File: src/rtl/i2c_seq_loader_pkg.sv
package i2c_seq_loader_pkg;
  localparam logic [6:0] DEV_ADDR = 7'b1010000;

  typedef enum logic [1:0] {BC_START, BC_STOP, BC_WR, BC_RD} bus_cmd_e;

  typedef enum logic [2:0] {
    SQ_START, SQ_TX, SQ_ACKRX, SQ_RX, SQ_ACKTX, SQ_STOP, SQ_DONE
  } seq_st_e;

  function automatic int unsigned qtr_cycles(int unsigned clk_hz, int unsigned scl_hz);
    return (clk_hz + 4 * scl_hz - 1) / (4 * scl_hz);
  endfunction
endpackage

File: src/rtl/i2c_qtr_tick.sv
module i2c_qtr_tick #(
  parameter int unsigned QTR = 125
) (
  input  logic clk_i,
  input  logic rst_ni,
  input  logic en_i,
  output logic tick_o
);
  if (QTR <= 1) begin : g_direct
    assign tick_o = en_i;
  end else begin : g_cnt
    localparam int unsigned CW = $clog2(QTR);
    logic [CW-1:0] cnt_q;
    assign tick_o = en_i && (cnt_q == CW'(QTR - 1));
    always_ff @(posedge clk_i or negedge rst_ni) begin
      if (!rst_ni)              cnt_q <= '0;
      else if (!en_i || tick_o) cnt_q <= '0;
      else                      cnt_q <= cnt_q + 1'b1;
    end
  end
endmodule

File: src/rtl/i2c_bit_engine.sv
module i2c_bit_engine
  import i2c_seq_loader_pkg::*;
#(
  parameter int unsigned QTR = 125
) (
  input  logic     clk_i,
  input  logic     rst_ni,
  input  logic     go_i,
  input  bus_cmd_e cmd_i,
  input  logic     wbit_i,
  input  logic     sda_i,
  output logic     done_o,
  output logic     rbit_o,
  output logic     sda_oe_o,
  output logic     scl_oe_o
);
  logic     busy_q, tick, wbit_q, rbit_q, sda_oe_q, scl_oe_q;
  logic [1:0] q_q, q_nx;
  bus_cmd_e cmd_q, c_nx;
  logic     b_nx, load, scl_nx, sda_nx;

  i2c_qtr_tick #(.QTR(QTR)) u_tick (
    .clk_i  (clk_i),
    .rst_ni (rst_ni),
    .en_i   (busy_q),
    .tick_o (tick)
  );

  assign done_o   = busy_q && tick && (q_q == 2'd3);
  assign rbit_o   = rbit_q;
  assign sda_oe_o = sda_oe_q;
  assign scl_oe_o = scl_oe_q;

  // quarters: 0 SCL low, 1 set SDA, 2-3 SCL high (START/STOP edge at 3)
  always_comb begin
    load = 1'b0;
    q_nx = q_q + 2'd1;
    c_nx = cmd_q;
    b_nx = wbit_q;
    if (go_i && !busy_q) begin
      load = 1'b1;
      q_nx = 2'd0;
      c_nx = cmd_i;
      b_nx = wbit_i;
    end else if (tick && q_q != 2'd3) begin
      load = 1'b1;
    end
    scl_nx = scl_oe_q;
    sda_nx = sda_oe_q;
    unique case (q_nx)
      2'd0: scl_nx = 1'b1;
      2'd1: begin
        unique case (c_nx)
          BC_START: sda_nx = 1'b0;
          BC_STOP:  sda_nx = 1'b1;
          BC_WR:    sda_nx = !b_nx;
          default:  sda_nx = 1'b0;
        endcase
      end
      2'd2: scl_nx = 1'b0;
      default: begin
        if (c_nx == BC_START)     sda_nx = 1'b1;
        else if (c_nx == BC_STOP) sda_nx = 1'b0;
      end
    endcase
  end

  always_ff @(posedge clk_i or negedge rst_ni) begin
    if (!rst_ni) begin
      busy_q   <= 1'b0;
      q_q      <= 2'd0;
      cmd_q    <= BC_STOP;
      wbit_q   <= 1'b1;
      rbit_q   <= 1'b1;
      sda_oe_q <= 1'b0;
      scl_oe_q <= 1'b0;
    end else begin
      if (load) begin
        q_q      <= q_nx;
        cmd_q    <= c_nx;
        wbit_q   <= b_nx;
        scl_oe_q <= scl_nx;
        sda_oe_q <= sda_nx;
      end
      if (go_i && !busy_q) busy_q <= 1'b1;
      else if (done_o)     busy_q <= 1'b0;
      if (busy_q && tick && q_q == 2'd2) rbit_q <= sda_i;
    end
  end

  AST_SDA_HOLD_SCL_HIGH: assert property (@(posedge clk_i) disable iff (!rst_ni)
    (busy_q && !scl_oe_q && !$past(scl_oe_q) && (cmd_q == BC_WR || cmd_q == BC_RD))
      |-> $stable(sda_oe_q));
  AST_GO_WHEN_IDLE: assert property (@(posedge clk_i) disable iff (!rst_ni)
    go_i |-> !busy_q);
endmodule

File: src/rtl/i2c_seq_loader.sv
module i2c_seq_loader
  import i2c_seq_loader_pkg::*;
#(
  parameter int unsigned CLK_HZ = 50_000_000,
  parameter int unsigned SCL_HZ = 100_000,
  parameter int unsigned CNT_W  = 9
) (
  input  logic             clk_i,
  input  logic             rst_ni,
  input  logic             sda_i,
  input  logic [7:0]       start_addr_i,
  input  logic [CNT_W-1:0] byte_cnt_i,
  output logic             sda_oe_o,
  output logic             scl_oe_o,
  output logic             done_o,
  output logic             err_o,
  output logic             byte_vld_o,
  output logic [7:0]       byte_addr_o,
  output logic [7:0]       byte_data_o
);
  localparam int unsigned QTR = qtr_cycles(CLK_HZ, SCL_HZ);

  seq_st_e          st_q;
  logic [1:0]       idx_q;
  logic [2:0]       bit_q;
  logic [7:0]       sh_q, sa_q, addr_q, data_q;
  logic [CNT_W-1:0] nb_q, cnt_q;
  logic             go_q, done_q, err_q, vld_q;
  bus_cmd_e         cmd;
  logic             wbit, eng_done, rbit, eng_sda, eng_scl, last_byte;

  i2c_bit_engine #(.QTR(QTR)) u_eng (
    .clk_i    (clk_i),
    .rst_ni   (rst_ni),
    .go_i     (go_q),
    .cmd_i    (cmd),
    .wbit_i   (wbit),
    .sda_i    (sda_i),
    .done_o   (eng_done),
    .rbit_o   (rbit),
    .sda_oe_o (eng_sda),
    .scl_oe_o (eng_scl)
  );

  // bus must float during reset even before the first edge
  assign sda_oe_o    = rst_ni & eng_sda;
  assign scl_oe_o    = rst_ni & eng_scl;
  assign done_o      = done_q;
  assign err_o       = err_q;
  assign byte_vld_o  = vld_q;
  assign byte_addr_o = addr_q;
  assign byte_data_o = data_q;
  assign last_byte   = (nb_q == cnt_q);

  always_comb begin
    cmd  = BC_RD;
    wbit = 1'b1;
    unique case (st_q)
      SQ_START:         cmd = BC_START;
      SQ_STOP, SQ_DONE: cmd = BC_STOP;
      SQ_TX:    begin cmd = BC_WR; wbit = sh_q[7];   end
      SQ_ACKTX: begin cmd = BC_WR; wbit = last_byte; end
      default:          cmd = BC_RD;
    endcase
  end

  always_ff @(posedge clk_i or negedge rst_ni) begin
    if (!rst_ni) begin
      st_q   <= SQ_START;
      idx_q  <= 2'd0;
      bit_q  <= 3'd0;
      sh_q   <= '0;
      nb_q   <= '0;
      cnt_q  <= '0;
      sa_q   <= '0;
      go_q   <= 1'b1;
      done_q <= 1'b0;
      err_q  <= 1'b0;
      vld_q  <= 1'b0;
      addr_q <= '0;
      data_q <= '0;
    end else begin
      vld_q <= 1'b0;
      go_q  <= 1'b0;
      if (st_q == SQ_START && idx_q == 2'd0) begin
        sa_q  <= start_addr_i;
        cnt_q <= byte_cnt_i;
      end
      if (eng_done) begin
        go_q <= (st_q != SQ_STOP);
        unique case (st_q)
          SQ_START: begin
            st_q  <= SQ_TX;
            bit_q <= 3'd7;
            sh_q  <= {DEV_ADDR, idx_q == 2'd2};
          end
          SQ_TX: begin
            if (bit_q == 3'd0) st_q <= SQ_ACKRX;
            else begin
              bit_q <= bit_q - 3'd1;
              sh_q  <= {sh_q[6:0], 1'b0};
            end
          end
          SQ_ACKRX: begin
            if (rbit) begin
              err_q <= 1'b1;
              st_q  <= SQ_STOP;
            end else if (idx_q == 2'd0) begin
              idx_q <= 2'd1;
              sh_q  <= sa_q;
              bit_q <= 3'd7;
              st_q  <= SQ_TX;
            end else if (idx_q == 2'd1) begin
              if (cnt_q == '0) st_q <= SQ_STOP;
              else begin
                idx_q <= 2'd2;
                st_q  <= SQ_START;
              end
            end else begin
              bit_q <= 3'd7;
              st_q  <= SQ_RX;
            end
          end
          SQ_RX: begin
            sh_q <= {sh_q[6:0], rbit};
            if (bit_q == 3'd0) begin
              vld_q  <= 1'b1;
              data_q <= {sh_q[6:0], rbit};
              addr_q <= sa_q + 8'(nb_q);
              nb_q   <= nb_q + 1'b1;
              st_q   <= SQ_ACKTX;
            end else begin
              bit_q <= bit_q - 3'd1;
            end
          end
          SQ_ACKTX: begin
            if (last_byte) st_q <= SQ_STOP;
            else begin
              bit_q <= 3'd7;
              st_q  <= SQ_RX;
            end
          end
          SQ_STOP: begin
            st_q   <= SQ_DONE;
            done_q <= 1'b1;
          end
          default: ;
        endcase
      end
    end
  end

  AST_DONE_STICKY: assert property (@(posedge clk_i) disable iff (!rst_ni)
    done_q |=> done_q);
  AST_DONE_BUS_FREE: assert property (@(posedge clk_i) disable iff (!rst_ni)
    done_q |-> (!sda_oe_o && !scl_oe_o));
  AST_ERR_NO_BYTES: assert property (@(posedge clk_i) disable iff (!rst_ni)
    err_q |-> (nb_q == '0));
  AST_VLD_BOUNDED: assert property (@(posedge clk_i) disable iff (!rst_ni)
    vld_q |-> ((nb_q <= cnt_q) && (nb_q != '0)));
endmodule

File: config.mk
export PLATFORM = sky130hd
export DESIGN_NAME = i2c_seq_loader
export DESIGN_NICKNAME = d
export VERILOG_FILES = /design/src/rtl/i2c_seq_loader_pkg.sv /design/src/rtl/i2c_qtr_tick.sv /design/src/rtl/i2c_bit_engine.sv /design/src/rtl/i2c_seq_loader.sv
export SDC_FILE = /design/constraint.sdc
export NUM_CORES = 1
export LEC_CHECK = 0
export BUFFER_PORTS_ARGS = -buffer_cell sky130_fd_sc_hd__buf_4
export CAP_MARGIN = 10
export CORE_MARGIN = 8
export CORE_UTILIZATION = 53
export DETAILED_ROUTE_END_ITERATION = 8
export PLACE_DENSITY = 0.81
export SYNTH_ARGS = -nofsm -noshare
export SYNTH_HDL_FRONTEND = slang
export SYNTH_SLANG_ARGS = --single-unit
File: constraint.sdc
create_clock -name clk_i -period 2.4 [get_ports clk_i]
set_input_delay 0.48 -clock clk_i [delete_from_list [all_inputs] [get_ports clk_i]]
set_output_delay 0.48 -clock clk_i [all_outputs]
set_load 0.005 [all_outputs]
# ---- Word-level counts from Yosys, hierarchy flattened
# Index checks and enable logic that the tools add are counted.
dict set report op_classes {
  addsub 5
  n_eq_ne 27
  n_mux 40
  bitwise 4
  n_reduce_logical 36
}
# op count
set ops {}
lappend ops {{two-way mux 3 bit} 12}
lappend ops {{case mux 8 bit (4 select lines)} 1}
lappend ops {{two-way mux 8 bit} 3}
lappend ops {{inequality test 2 bit (second input constant)} 9}
lappend ops {{case mux 3 bit (6 select lines)} 1}
lappend ops {{case mux 3 bit (4 select lines)} 1}
lappend ops {{two-way mux 1 bit} 11}
lappend ops {{== test 2 bit (second input constant)} 5}
lappend ops {{two-way mux 2 bit} 5}
lappend ops {{AND reduction 5 bit} 2}
lappend ops {{adder 9 x 1 -> 9 bit (second input constant)} 1}
lappend ops {{== test 3 bit (second input constant)} 3}
lappend ops {{== test 9 bit} 1}
lappend ops {{zero test 9 bit} 1}
lappend ops {{AND reduction 3 bit} 3}
lappend ops {{adder 8 bit} 1}
lappend ops {{case mux 1 bit (2 select lines)} 4}
lappend ops {{nonzero test 4 bit} 2}
lappend ops {{OR reduction 2 bit} 4}
lappend ops {{adder 7 x 1 -> 7 bit (second input constant)} 1}
lappend ops {{== test 7 bit (second input constant)} 1}
lappend ops {{logical AND 1 bit} 7}
lappend ops {{two-way mux 7 bit} 1}
lappend ops {{== test 2 x 1 -> 1 bit (second input constant)} 3}
lappend ops {{other kinds (18)} 29}
dict set report totals {
  reg_bits 78
  in_bits 20
  wordCells 133
}

# ---- Logic depth before layout (Yosys ltp)
# Gate-level depths: netlist of run 1.
dict set report logic_depth {
  word_depth 8
  mapped_depth 12
  depth_no_buf 10
}

# ---- Hierarchy
# A second synthesis of run 1 with hierarchy kept.
dict set report hier_totals {
  cells_unflattened 401
  hier_area_um2 4096.4
}
# mod instances cells_each area_per_inst_um2 seq_area_each_um2
set modules_own_cells {}
lappend modules_own_cells {i2c_seq_loader 1 318 3236.9 1552.7}
lappend modules_own_cells {i2c_bit_engine 1 48 523.0 229.0}
lappend modules_own_cells {i2c_qtr_tick 1 35 336.6 175.2}

# ---- Worst setup path after synthesis of run 1
# OpenSTA, ideal clock, no wires.
dict set report synth_path {
  path_type {register -> register}
  startpoint {register st_q[2]}
  endpoint {register u_eng.sda_oe_q (netlist: u_eng.sda_oe_o)}
  arrival_time_ps 2109
  setup_slack_ps 159
  stages_incl_launch_ff 13
  n_path_buf 2
  period_less_slack_ps 2241
  cell_sequence {dfrtp_1 -> buf_2 -> buf_2 -> xor2_1 -> o22ai_1 -> o21ai_0 -> inv_1 -> ha_1 -> nand2_1 -> nor3_1 -> o211a_1 -> a211oi_1 -> o31ai_1}
}
dict set report synth_via {
  elab_chain_cells 7
}
# item line
set synth_rtl {}
lappend synth_rtl {{from (decl)} i2c_seq_loader.sv:23} ;# seq_st_e st_q;
lappend synth_rtl {{from (signal assigned)} i2c_seq_loader.sv:69} ;# st_q <= SQ_START;
lappend synth_rtl {{from (signal assigned)} i2c_seq_loader.sv:93} ;# st_q <= SQ_TX;
lappend synth_rtl {{from (signal assigned)} i2c_seq_loader.sv:98} ;# if (bit_q == 3'd0) st_q <= SQ_ACKRX;
lappend synth_rtl {{== test 3 bit / == test 3 x 1 -> 1 bit (equally long branches)} i2c_seq_loader.sv:58} ;# unique case (st_q)
lappend synth_rtl {{OR reduction 2 bit (on tied branches)} n/a}
lappend synth_rtl {{case mux 2 bit (3 select lines) *} i2c_seq_loader.sv:58}
lappend synth_rtl {{two-way mux 2 bit *} i2c_bit_engine.sv:40} ;# if (go_i && !busy_q) begin
lappend synth_rtl {{via u_eng.c_nx[1]} i2c_bit_engine.sv:19} ;# bus_cmd_e cmd_q, c_nx;
lappend synth_rtl {{== test 2 bit, or another cell as far along} i2c_bit_engine.sv:53} ;# unique case (c_nx)
lappend synth_rtl {{case mux 1 bit (2 select lines), or another cell as far along} i2c_bit_engine.sv:53}
lappend synth_rtl {{case mux 1 bit (2 select lines) / AND reduction 3 bit (equally long branches)} n/a}
lappend synth_rtl {{to (signal assigned)} i2c_bit_engine.sv:83} ;# sda_oe_q <= sda_nx;
lappend synth_rtl {{to (decl)} i2c_bit_engine.sv:17} ;# logic busy_q, tick, wbit_q, rbit_q, sda_oe_q, scl_oe_q;
# The timed path passes the listed nets; every way through them passes the cells marked *.
# A chain may end at the register's enable or synchronous reset.

# ---- Final worst setup path of run 1
# Same ends and word-level chain as after synthesis.

==> out/qor_table.md, run 1 <==
| Parameter | This run | Unit |
|---|---|---|
| Outcome | finished, final reports clean | - |
| Final critical delay including setup and external delays | 2.24 | ns |
| Count of routing violations after the opening detailed-route iteration | 140 | - |
| Areal power density over the cells | 537 | mW/mm2 |
| Longest Clk Path Bufs | 2 | - |
| Worst Path Arrival | 2.46 | ns |
| Clock sink count | 78 | - |
| Count of standard-cell rows | 32 | - |
| Count of inserted antenna diode cells | 0 | - |
| Leading post-synthesis cells by cell area | dfrtp_1 (46%), mux2_2 (7.2%), nand2_1 (5.5%) | - |
| Antenna violations before repair | 0 | - |
| Total of buffers placed on input and output ports | 40 | - |
| Max transition margin | 0.500 | - |
| Area of the placeable core | 0.00757 | mm2 |
| Post-detailed-placement half-perimeter wirelength | 6.08 | mm |
| Largest net degree at the start of global routing | 62 | - |
| Count of cells resized by post-cts repair | 0 | - |
| Maximum ir drop on the vdd rail | 0.000403 | V |
| Clock input transition at the sequential cells of the worst setup and hold paths | 0.09 | ns |
| Total standard cell area after synthesis | 0.00405 | mm2 |
| Number of CTS-inserted buffers | 9 | - |
| Most common library cells after synthesis | dfrtp_1 (74), nand2_1 (59), mux2_2 (26), nor2_1 (26), xnor2_1 (19) | - |
| Number of instances in the synthesized netlist | 389 | - |
| Cell with the most instances after synthesis | dfrtp_1 | - |
| Element type at the critical path start | flip-flop | - |
| Via-to-Cell Ratio | 5.49 | - |
| Die ar. | 0.0107 | mm2 |
| Fraction of layout cells with a size suffix above 1 | 0.255 | - |
| Yosys warns | 0 | - |
| Average cell area after synthesis | 10.4 | um2 |
| Period utilisation layout | 0.932 | - |
| Synth async-reset ratio | 1.00 | - |
| Vias in the first global route | 2982 | - |
| Root Buffer Master | clkbuf_8 | - |
| I/O pin cnt | 41 | - |
| EDFF count, synth | 0 | - |
| Syn_nets | 427 | - |
| Most used flip-flop cell after synthesis | dfrtp_1 | - |
| First-pass GRT wire length | 14.1 | mm |
| Register bit count reported by yosys | 78 | - |
| # nets final | 477 | - |
| Number of unique standard cell types used by synthesis | 58 | - |
| Maximum level of the CTS H-tree | 3 | - |
| Critical path data required time | 2.62 | ns |
| Post-route ant nets | 0 | - |
| Clock network latency to the later pin of the worst-skew pair | 0.35 | ns |
| Aggregate global-route resource usage | 0.172 | - |
| Final Hold Vio Count | 0 | - |
| Leading area contributor after synthesis | dfrtp_1 | - |
| Routability cong. | 0.838 | - |
| Die span in x | 103 | um |
| Worst Max-Slew Pin Slew | 0.750 | ns |
| Maximum Capacitance Violations | 0 | - |
| Sum of internal, switching and leakage power | 0.00255 | W |
| Finish-stage setup viols | 0 | - |
| Count of fill cells added during filler insertion | 601 | - |
| Total Routed Length | 8.42 | mm |
| CP Max Fanout | 10 | - |
| Via count of the routed design | 2997 | - |
| Area growth syn-to-layout | 17.0 | % |
| RSZ-0062 raised after global routing | false | - |
| CTS tree | built | - |
| Post-synthesis sequential area ratio | 0.483 | - |
| Initial standard-cell utilization of the core | 0.535 | - |
| Chip Height | 103 | um |
| WL per Instance | 15.4 | um |
| Leakage power | 2.21 | nW |
| 1st-pass router iterations | 5 | - |
| Slew Limit Fails | 0 | - |
| Grt ovf | 0 | - |
| DRC violations left | 0 | - |
| Setup Skew | 0.0121 | ns |
| Type of the setup path with the least slack | reg -> reg | - |
| Top achievable clock speed | 447 | MHz |
| Area share of the largest cell type after synthesis | 0.457 | - |
| Setup_tns | 0 | ns |
| Capturing element type of the critical path | flip-flop | - |
| Worst hold path class | in -> reg | - |
[where the power goes]
part           switching (W)  internal (W)  total [W]
Sequential         0.0000168       0.00133    0.00134
Combinational      0.0000460     0.0000452  0.0000912
Clock               0.000492      0.000619    0.00111
Total               0.000554       0.00199    0.00255
[path summary, 6_finish.rpt]
kind	from	end	slack [ns]	cells after the start
worst min-delay path	start_addr_i[4]	sa_q[4]$_DFFE_PN0P_	0.35	2
max in group asynchronous	rst_ni	u_eng.u_tick.g_cnt.cnt_q[1]$_DFF_PN0_	0.86	3
worst max-delay path	st_q[2]$_DFFE_PN0P_	u_eng.sda_oe_o$_DFFE_PN0P_	0.16	10
min in group asynchronous	rst_ni	u_eng.busy_q$_DFFE_PN0P_	0.52	2
worst max register to register	st_q[2]$_DFFE_PN0P_	u_eng.sda_oe_o$_DFFE_PN0P_	0.16	10
worst min register to register	u_eng.cmd_q[1]$_DFFE_PN0P_	u_eng.cmd_q[1]$_DFFE_PN0P_	0.48	2
[per-stage QoR]
stage / instances / worst slack [ns] / hold slack (ns) / cell area, um2 / util
6_report: 546 / 0.164 / 0.353 / 4740 / 0.626
5_1_grt: 546 / 0.0253 / 0.334 / 4740 / 0.626
4_1_cts: 546 / 0.176 / 0.337 / 4740 / 0.626
3_5_place_dp: 529 / 0.212 / 0.372 / 4500 / 0.595
3_3_place_gp: 529 / 0.374 / 0.364 / 4500 / 0.595
2_1_floorplan: 389 / 0.159 / 0.184 / 4050 / -
[timing repair]
action,in CTS,in global routing
buffers inserted,0,0
endpoints found under the setup margin,0,0
hold buffers,1,0
hold endpoints to repair,14,0
[per-layer routing]
layer | global-route usage | vias up | share of wire
met5 | 0 | - | 0
met4 | 0.0934 | 0 | 0.019
met3 | 0.0288 | 15 | 0.033
met2 | 0.283 | 57 | 0.50
met1 | 0.211 | 1469 | 0.44
li1 | - | 1456 | -
[registers in the layout (all words and copies together), names as in the netlist]
| signal | cells |
|---|---|
| done_o | 1 |
| u_eng.cmd_q | 2 |
| u_eng.busy_q | 1 |
| u_eng.q_q | 2 |
| go_q | 1 |
| cnt_q | 9 |
| byte_data_o | 8 |
| u_eng.u_tick.g_cnt.cnt_q | 7 |
| sa_q | 8 |
| bit_q | 3 |
| st_q | 3 |
| idx_q | 2 |
| byte_vld_o | 1 |
| u_eng.sda_oe_o | 1 |
| byte_addr_o | 8 |
| nb_q | 9 |
| u_eng.rbit_o | 1 |
| u_eng.scl_oe_o | 1 |
| u_eng.wbit_q | 1 |
| sh_q | 8 |
| err_o | 1 |
[cells in the final DEF, fill, tap and decap left out, types with 3 or more instances in the layout]
master    synthesis  layout
a211oi_1          3       3
a21oi_1           7       7
a22o_1            5       5
and3_1            3       3
buf_4             1      51
clkbuf_8          0      10
dfrtp_1          74      74
dfstp_2           4       4
ha_1             17      17
inv_1            15      15
mux2_2           26      26
mux2i_1           3       3
nand2_1          59      59
nand2b_1          7       7
nand3_1           9       9
nand4_1           5       5
nor2_1           26      26
nor2b_1           5       5
nor3_1            7       7
o211ai_1          4       4
o21a_1            3       3
o21ai_0          15      15
o22a_1            4       4
o22ai_1           3       3
o31ai_1           3       3
o41ai_1           3       3
or2_2             3       3
xnor2_1          19      19
xor2_1            9       9
[worst max-delay path: stages, from the launching register on]
cell and delay, ns:
dfrtp_1 0.50, xor2_1 0.23, o22ai_1 0.13, o21ai_0 0.25, inv_1 0.10, ha_1 0.27
nand2_1 0.06, nor3_1 0.06, o211a_1 0.14, a211oi_1 0.27, o31ai_1 0.12
[final cells by class]
type	count	area, um2	share of cell area
clock inverters	6	92.6	0.0195
repair buffers	52	393	0.0829
multi-input cells	282	1970	0.416
clock buffers	10	138	0.0290
inverters	16	60.1	0.0127
flip-flops and latches	78	1960	0.413
well taps	102	128	0.0269
[cell families after synthesis]
logic type | count (synthesis) | synth area share
AND/OR/NAND/NOR | 142 | 0.175
flip-flops | 78 | 0.483
AO/OA/AOI/OAI | 65 | 0.114
buffers and inverters | 29 | 0.0300
multiplexers | 29 | 0.0797
XOR/XNOR | 28 | 0.0606
adder cells (fa/ha/maj) | 18 | 0.0575
(Power assumes the default switching activity.)
==> run 2, diff against run 1 <==
Settings changed: CORE_MARGIN 8 to 1.5.
==> run 2 against run 1 <==
- global-route usage grew 5.4 points
- utilization increased by 1.4 points
- power fell by 3.7%
- sequential power is essentially flat
- largest cell class unchanged
==> out/qor_table.md, run 2 (synthesis results as in run 1) <==
| Parameter | This run | Unit | Delta |
|---|---|---|---|
| 1st-pass router iterations | 4 | - | -1 |
| Capturing element type of the critical path | flip-flop | - |  |
| R2R Setup Slk | 0.21 | ns | +0.05 ns |
| Number of CTS-inserted buffers | 9 | - | unchanged |
| Multi-input logic area | 0.00197 | mm2 | unchanged |
| Sum of internal, switching and leakage power | 0.00245 | W | -3.7% |
| Clock input transition at the sequential cells of the worst setup and hold paths | 0.09 | ns | about the same |
| Post-route ant nets | 0 | - | unchanged |
| I/O pin cnt | 41 | - | unchanged |
| WL per Instance | 15.6 | um | +0.91% |
| Commonest non-fill, non-tap cells in the layout | dfrtp_1 (74), nand2_1 (59), buf_4 (50) | - |  |
| Top achievable clock speed | 458 | MHz | +2.3% |
| Die ar. | 0.00817 | mm2 | -24% |
| # nets final | 475 | - | -0.42% |
| Count of fill cells added during filler insertion | 571 | - | -5.0% |
| # hold bufs at CTS | 0 | - | -1 |
| Maximum level of the CTS H-tree | 3 | - | unchanged |
| Final core utilization | 0.640 | - | +0.0137 |
| Count of routing violations after the opening detailed-route iteration | 177 | - | +26% |
| Clock network latency to the later pin of the worst-skew pair | 0.35 | ns | about the same |
| Via-to-Cell Ratio | 5.53 | - | +0.82% |
| Period utilisation layout | 0.911 | - | -0.0211 |
| Clock sink count | 78 | - | unchanged |
| Area growth syn-to-layout | 15.8 | % |  |
| Setup Skew | 0.00965 | ns | -0.00243 ns |
| Via count of the routed design | 2994 | - | -0.10% |
| Outcome | finished, final reports clean | - |  |
| Worst Path Arrival | 2.43 | ns | -0.03 ns |
| Longest Clk Path Bufs | 2 | - | unchanged |
| Count of cells resized by post-cts repair | 0 | - | unchanged |
| Leakage power | 2.19 | nW | -0.96% |
| DRC violations left | 0 | - | unchanged |
| Count of standard-cell rows | 31 | - | -3.1% |
| Slew Limit Fails | 0 | - | unchanged |
| Routability cong. | 0.813 | - | -3.0% |
| Grt ovf | 0 | - | unchanged |
| CP Max Fanout | 2 | - | -8 |
| Total of buffers placed on input and output ports | 40 | - | unchanged |
| Final critical delay including setup and external delays | 2.19 | ns | -0.0507 ns |
| RSZ-0062 raised after global routing | false | - |  |
| Max transition margin | 0.545 | - | +0.0448 |
| Type of the setup path with the least slack | reg -> reg | - |  |
| Sequential Area | 0.00196 | mm2 | unchanged |
| First-pass GRT wire length | 14.6 | mm | +3.0% |
| Aggregate global-route resource usage | 0.226 | - | +0.0536 |
| Post-detailed-placement half-perimeter wirelength | 6.09 | mm | +0.18% |
| Largest net degree at the start of global routing | 55 | - | -11% |
| Element type at the critical path start | flip-flop | - |  |
| Area of the placeable core | 0.00733 | mm2 | -3.1% |
| Most common cell after layout, fill and taps aside | dfrtp_1 | - |  |
| Initial standard-cell utilization of the core | 0.552 | - | +0.0173 |
| Total Routed Length | 8.42 | mm | about the same |
| Worst Max-Slew Pin Slew | 0.683 | ns | -0.0671 ns |
| Leading registers by flop count | cnt_q: 9 flops, nb_q: 9 flops | - |  |
| Fraction of layout cells with a size suffix above 1 | 0.253 | - | -0.00111 |
| Root Buffer Master | clkbuf_8 | - |  |
| Setup_tns | 0 | ns | unchanged |
| Worst hold path class | in -> async | - |  |
| CTS tree | built | - |  |
| Antenna violations before repair | 0 | - | unchanged |
| Post CTS Setup Buffer Count | 0 | - | unchanged |
| Vias in the first global route | 3061 | - | +2.6% |
| Areal power density over the cells | 523 | mW/mm2 | -2.7% |
| Die span in x | 90.4 | um | -13% |
| Finish-stage setup viols | 0 | - | unchanged |
| Critical path data required time | 2.65 | ns | +0.03 ns |
| Maximum Capacitance Violations | 0 | - | unchanged |
| Count of inserted antenna diode cells | 0 | - | unchanged |
| Final Hold Vio Count | 0 | - | unchanged |
| Maximum ir drop on the vdd rail | 0.000408 | V | +1.2% |
| Chip Height | 90.4 | um | -13% |
-- run 2: area by class of cell --
cell class	instances	area share
multi-input cells	282	0.420
flip-flops and latches	78	0.417
repair buffers	50	0.0800
clock buffers	9	0.0264
well taps	99	0.0264
clock inverters	7	0.0171
inverters	16	0.0128
-- run 2: worst max-delay path, cell delays in order, from the launching register on --
cell,delay (ns)
dfrtp_1,0.42
xor2_1,0.25
o22ai_1,0.15
o21ai_1,0.24
inv_1,0.09
ha_1,0.28
nand2_1,0.04
nor3_1,0.21
o211ai_1,0.15
o31ai_1,0.24
-- run 2: per-layer routing --
layer  track usage  vias up  part of all wire
li1              -     1454                 -
met1         0.287     1463              0.44
met2         0.371       65              0.51
met3        0.0396       12             0.040
met4         0.115        0             0.016
met5             0        -                 0
-- run 2: where the power goes --
part | total, W | leakage (nW) | internal (W) | switching [W]
sequential | 0.00134 | 1.04 | 0.00133 | 0.0000160
combinational | 0.0000900 | 1.06 | 0.0000442 | 0.0000457
clock | 0.00102 | 0.0968 | 0.000493 | 0.000526
total | 0.00245 | 2.19 | 0.00187 | 0.000587
-- run 2: path summary, 6_finish.rpt --
path / startpoint / end / cells past startpoint
min: rst_ni / st_q[1]$_DFFE_PN0P_ / 1
max reg2reg: st_q[1]$_DFFE_PN0P_ / u_eng.sda_oe_o$_DFFE_PN0P_ / 9
max in group asynchronous: rst_ni / cnt_q[7]$_DFFE_PN0P_ / 2
max: st_q[1]$_DFFE_PN0P_ / u_eng.sda_oe_o$_DFFE_PN0P_ / 9
min in group clk_i: start_addr_i[1] / sa_q[1]$_DFFE_PN0P_ / 3
min reg2reg: byte_data_o[3]$_DFFE_PN0P_ / byte_data_o[3]$_DFFE_PN0P_ / 2
-- run 2: per-stage QoR --
stage,instances,worst slack [ns],hold WS [ns],instance area [um2]
after global routing,541,0.0968,0.0373,4690
after floorplan,389,0.159,0.184,4050
final,541,0.215,0.0188,4690
after detailed placement,525,0.221,0.408,4490
after global placement,525,0.401,0.401,4490
after CTS,541,0.154,0.0197,4690
==> run 3, diff against run 2 <==
Settings changed: CELL_PAD_IN_SITES_DETAIL_PLACEMENT from default to 0, CELL_PAD_IN_SITES_GLOBAL_PLACEMENT from default to 1, CORE_UTILIZATION 53 to 42.
==> run 3 against run 2 <==
- utilization shrank 13 points
- critical path depth grew 2
- global-route usage shrank 5.0 points
- worst hold slack lost 0.0069 ns
- sequential share of layout area shrank 0.58 points
- combinational power grew 2%
- power grew 2.1%
- clock skew grew 0.0027 ns
==> out/qor_table.md, run 3 (synthesis results as in run 1) <==
| Parameter | This run | Unit | Delta |
|---|---|---|---|
| Outcome | finished, final reports clean | - |  |
| Area growth syn-to-layout | 17.5 | % |  |
| Multi-input logic area | 0.00197 | mm2 | unchanged |
| Count of standard-cell rows | 35 | - | +13% |
| Top achievable clock speed | 465 | MHz | +1.6% |
| 1st-pass router iterations | 4 | - | unchanged |
| Clock sink count | 78 | - | unchanged |
| CP Max Fanout | 12 | - | +10 |
| Sequential Area | 0.00196 | mm2 | unchanged |
| Post-route ant nets | 0 | - | unchanged |
| Routability cong. | 0.773 | - | -4.9% |
| Die ar. | 0.0102 | mm2 | +25% |
| Period utilisation layout | 0.896 | - | -0.0142 |
| Aggregate global-route resource usage | 0.175 | - | -0.0504 |
| Clock network latency to the later pin of the worst-skew pair | 0.35 | ns | about the same |
| Vias in the first global route | 2919 | - | -4.6% |
| Chip Height | 101 | um | +12% |
| Longest Clk Path Bufs | 2 | - | unchanged |
| First-pass GRT wire length | 14.0 | mm | -3.7% |
| Areal power density over the cells | 526 | mW/mm2 | +0.63% |
| Die span in x | 101 | um | +12% |
| Clock input transition at the sequential cells of the worst setup and hold paths | 0.08 | ns | about the same |
| # hold bufs at CTS | 0 | - | unchanged |
| Worst hold path class | in -> async | - |  |
| DRC violations left | 0 | - | unchanged |
| CTS tree | built | - |  |
| Via count of the routed design | 2919 | - | -2.5% |
| Maximum ir drop on the vdd rail | 0.000335 | V | -18% |
| Post CTS Setup Buffer Count | 0 | - | unchanged |
| Capturing element type of the critical path | flip-flop | - |  |
| Element type at the critical path start | flip-flop | - |  |
| Maximum Capacitance Violations | 0 | - | unchanged |
| Leakage power | 2.22 | nW | +1.1% |
| WL per Instance | 14.4 | um | -7.6% |
| Area of the placeable core | 0.00928 | mm2 | +27% |
| Final critical delay including setup and external delays | 2.15 | ns | -0.0340 ns |
| # nets final | 478 | - | +0.63% |
| Leading registers by flop count | cnt_q: 9 flops, nb_q: 9 flops | - |  |
| Met3 wirelength from detailed routing | 188 | um | -44% |
| Total Routed Length | 8.23 | mm | -2.3% |
| Antenna violations before repair | 0 | - | unchanged |
| Initial standard-cell utilization of the core | 0.436 | - | -0.116 |
| Most common cell after layout, fill and taps aside | dfrtp_1 | - |  |
| Slew Limit Fails | 0 | - | unchanged |
| I/O pin cnt | 41 | - | unchanged |
| Worst Path Arrival | 2.39 | ns | -0.04 ns |
| Type of the setup path with the least slack | reg -> reg | - |  |
| Commonest non-fill, non-tap cells in the layout | dfrtp_1 (74), nand2_1 (59), buf_4 (53) | - |  |
| Setup_tns | 0 | ns | unchanged |
| Fraction of layout cells with a size suffix above 1 | 0.255 | - | +0.00169 |
| Max transition margin | 0.658 | - | +0.113 |
| Via-to-Cell Ratio | 5.10 | - | -7.8% |
| Sum of internal, switching and leakage power | 0.00250 | W | +2.1% |
| Critical path data required time | 2.63 | ns | -0.02 ns |
| Number of CTS-inserted buffers | 9 | - | unchanged |
| Count of routing violations after the opening detailed-route iteration | 128 | - | -28% |
| Final Hold Vio Count | 0 | - | unchanged |
| RSZ-0062 raised after global routing | false | - |  |
| Total routed wire length on the met1 layer | 3.91 | mm | +6.3% |
| Setup Skew | 0.0123 | ns | +0.00267 ns |
| Count of inserted antenna diode cells | 0 | - | unchanged |
| Worst Max-Slew Pin Slew | 0.509 | ns | -0.173 ns |
| Total of buffers placed on input and output ports | 40 | - | unchanged |
| Max layer used | met4 | - |  |
| Met2 wirelength from detailed routing | 4.04 | mm | -5.2% |
| Count of fill cells added during filler insertion | 886 | - | +55% |
| Grt ovf | 0 | - | unchanged |
| Finish-stage setup viols | 0 | - | unchanged |
| Maximum level of the CTS H-tree | 3 | - | unchanged |
| Largest net degree at the start of global routing | 33 | - | -40% |
| Post-detailed-placement half-perimeter wirelength | 6.06 | mm | -0.55% |
| Count of cells resized by post-cts repair | 0 | - | unchanged |
| Root Buffer Master | clkbuf_8 | - |  |
==> run 3: changes by cell type in the layout (fill, tap and decap cells not counted) <==
| cell | previous run | this run |
|---|---|---|
| clkinv_2 | 0 | 1 |
| o21ai_1 | 2 | 1 |
| o21ai_0 | 14 | 15 |
| clkinvlp_4 | 2 | 1 |
| inv_6 | 3 | 0 |
| clkbuf_8 | 9 | 10 |
| bufinv_16 | 1 | 2 |
| clkinv_4 | 1 | 0 |
| buf_4 | 50 | 53 |
==> run 3: per-stage QoR <==
stage | hold slack [ns] | setup slack, ns | utilization | std cells | cell area (um2)
5_1_grt | 0.0120 | 0.136 | 0.513 | 572 | 4760
2_1_floorplan | 0.184 | 0.159 | - | 389 | 4050
3_3_place_gp | 0.390 | 0.379 | 0.490 | 558 | 4550
6_report | 0.0119 | 0.249 | 0.513 | 572 | 4760
3_5_place_dp | 0.396 | 0.281 | 0.490 | 558 | 4550
4_1_cts | 0.00581 | 0.254 | 0.513 | 572 | 4760
==> run 3: power by group <==
| group | switching [W] | internal, W | total, W |
|---|---|---|---|
| Sequential | 0.0000159 | 0.00133 | 0.00134 |
| Combinational | 0.0000466 | 0.0000451 | 0.0000917 |
| Clock | 0.000466 | 0.000601 | 0.00107 |
==> run 3: path summary, 6_finish.rpt <==
path | endpoint | start | depth (start not counted) | slack [ns]
min in group clk_i | sa_q[1]$_DFFE_PN0P_ | start_addr_i[1] | 3 | 0.34
worst max-delay path | u_eng.sda_oe_o$_DFFE_PN0P_ | st_q[2]$_DFFE_PN0P_ | 11 | 0.25
worst max register to register | u_eng.sda_oe_o$_DFFE_PN0P_ | st_q[2]$_DFFE_PN0P_ | 11 | 0.25
worst min register to register | byte_addr_o[4]$_DFFE_PN0P_ | byte_addr_o[4]$_DFFE_PN0P_ | 1 | 0.48
max in group asynchronous | cnt_q[8]$_DFFE_PN0P_ | rst_ni | 2 | 1.66
worst min-delay path | u_eng.scl_oe_o$_DFFE_PN0P_ | rst_ni | 1 | 0.01
==> run 3: worst max-delay path: stages, from the launching register on <==
cell and delay, ns:
dfrtp_1 0.42, buf_4 0.19, nand2_1 0.11, o22ai_1 0.09
o21ai_0 0.25, inv_1 0.10, ha_1 0.28, nand2_1 0.06
nor3_1 0.05, o211a_1 0.13, a211oi_1 0.24, o31ai_1 0.11
==> run 3: layer usage <==
| layer | GRT usage | vias up |
|---|---|---|
| met5 | 0 | - |
| met4 | 0.0513 | 0 |
| met3 | 0.0380 | 9 |
| met2 | 0.288 | 30 |
| met1 | 0.235 | 1432 |
| li1 | - | 1448 |
==> run 3: final cells by class <==
cell class | instances | area share
multi-input cells | 282 | 0.414
repair buffers | 53 | 0.0836
clock buffers | 10 | 0.0289
well taps | 129 | 0.0339
flip-flops and latches | 78 | 0.411
inverters | 16 | 0.0126
clock inverters | 4 | 0.0153
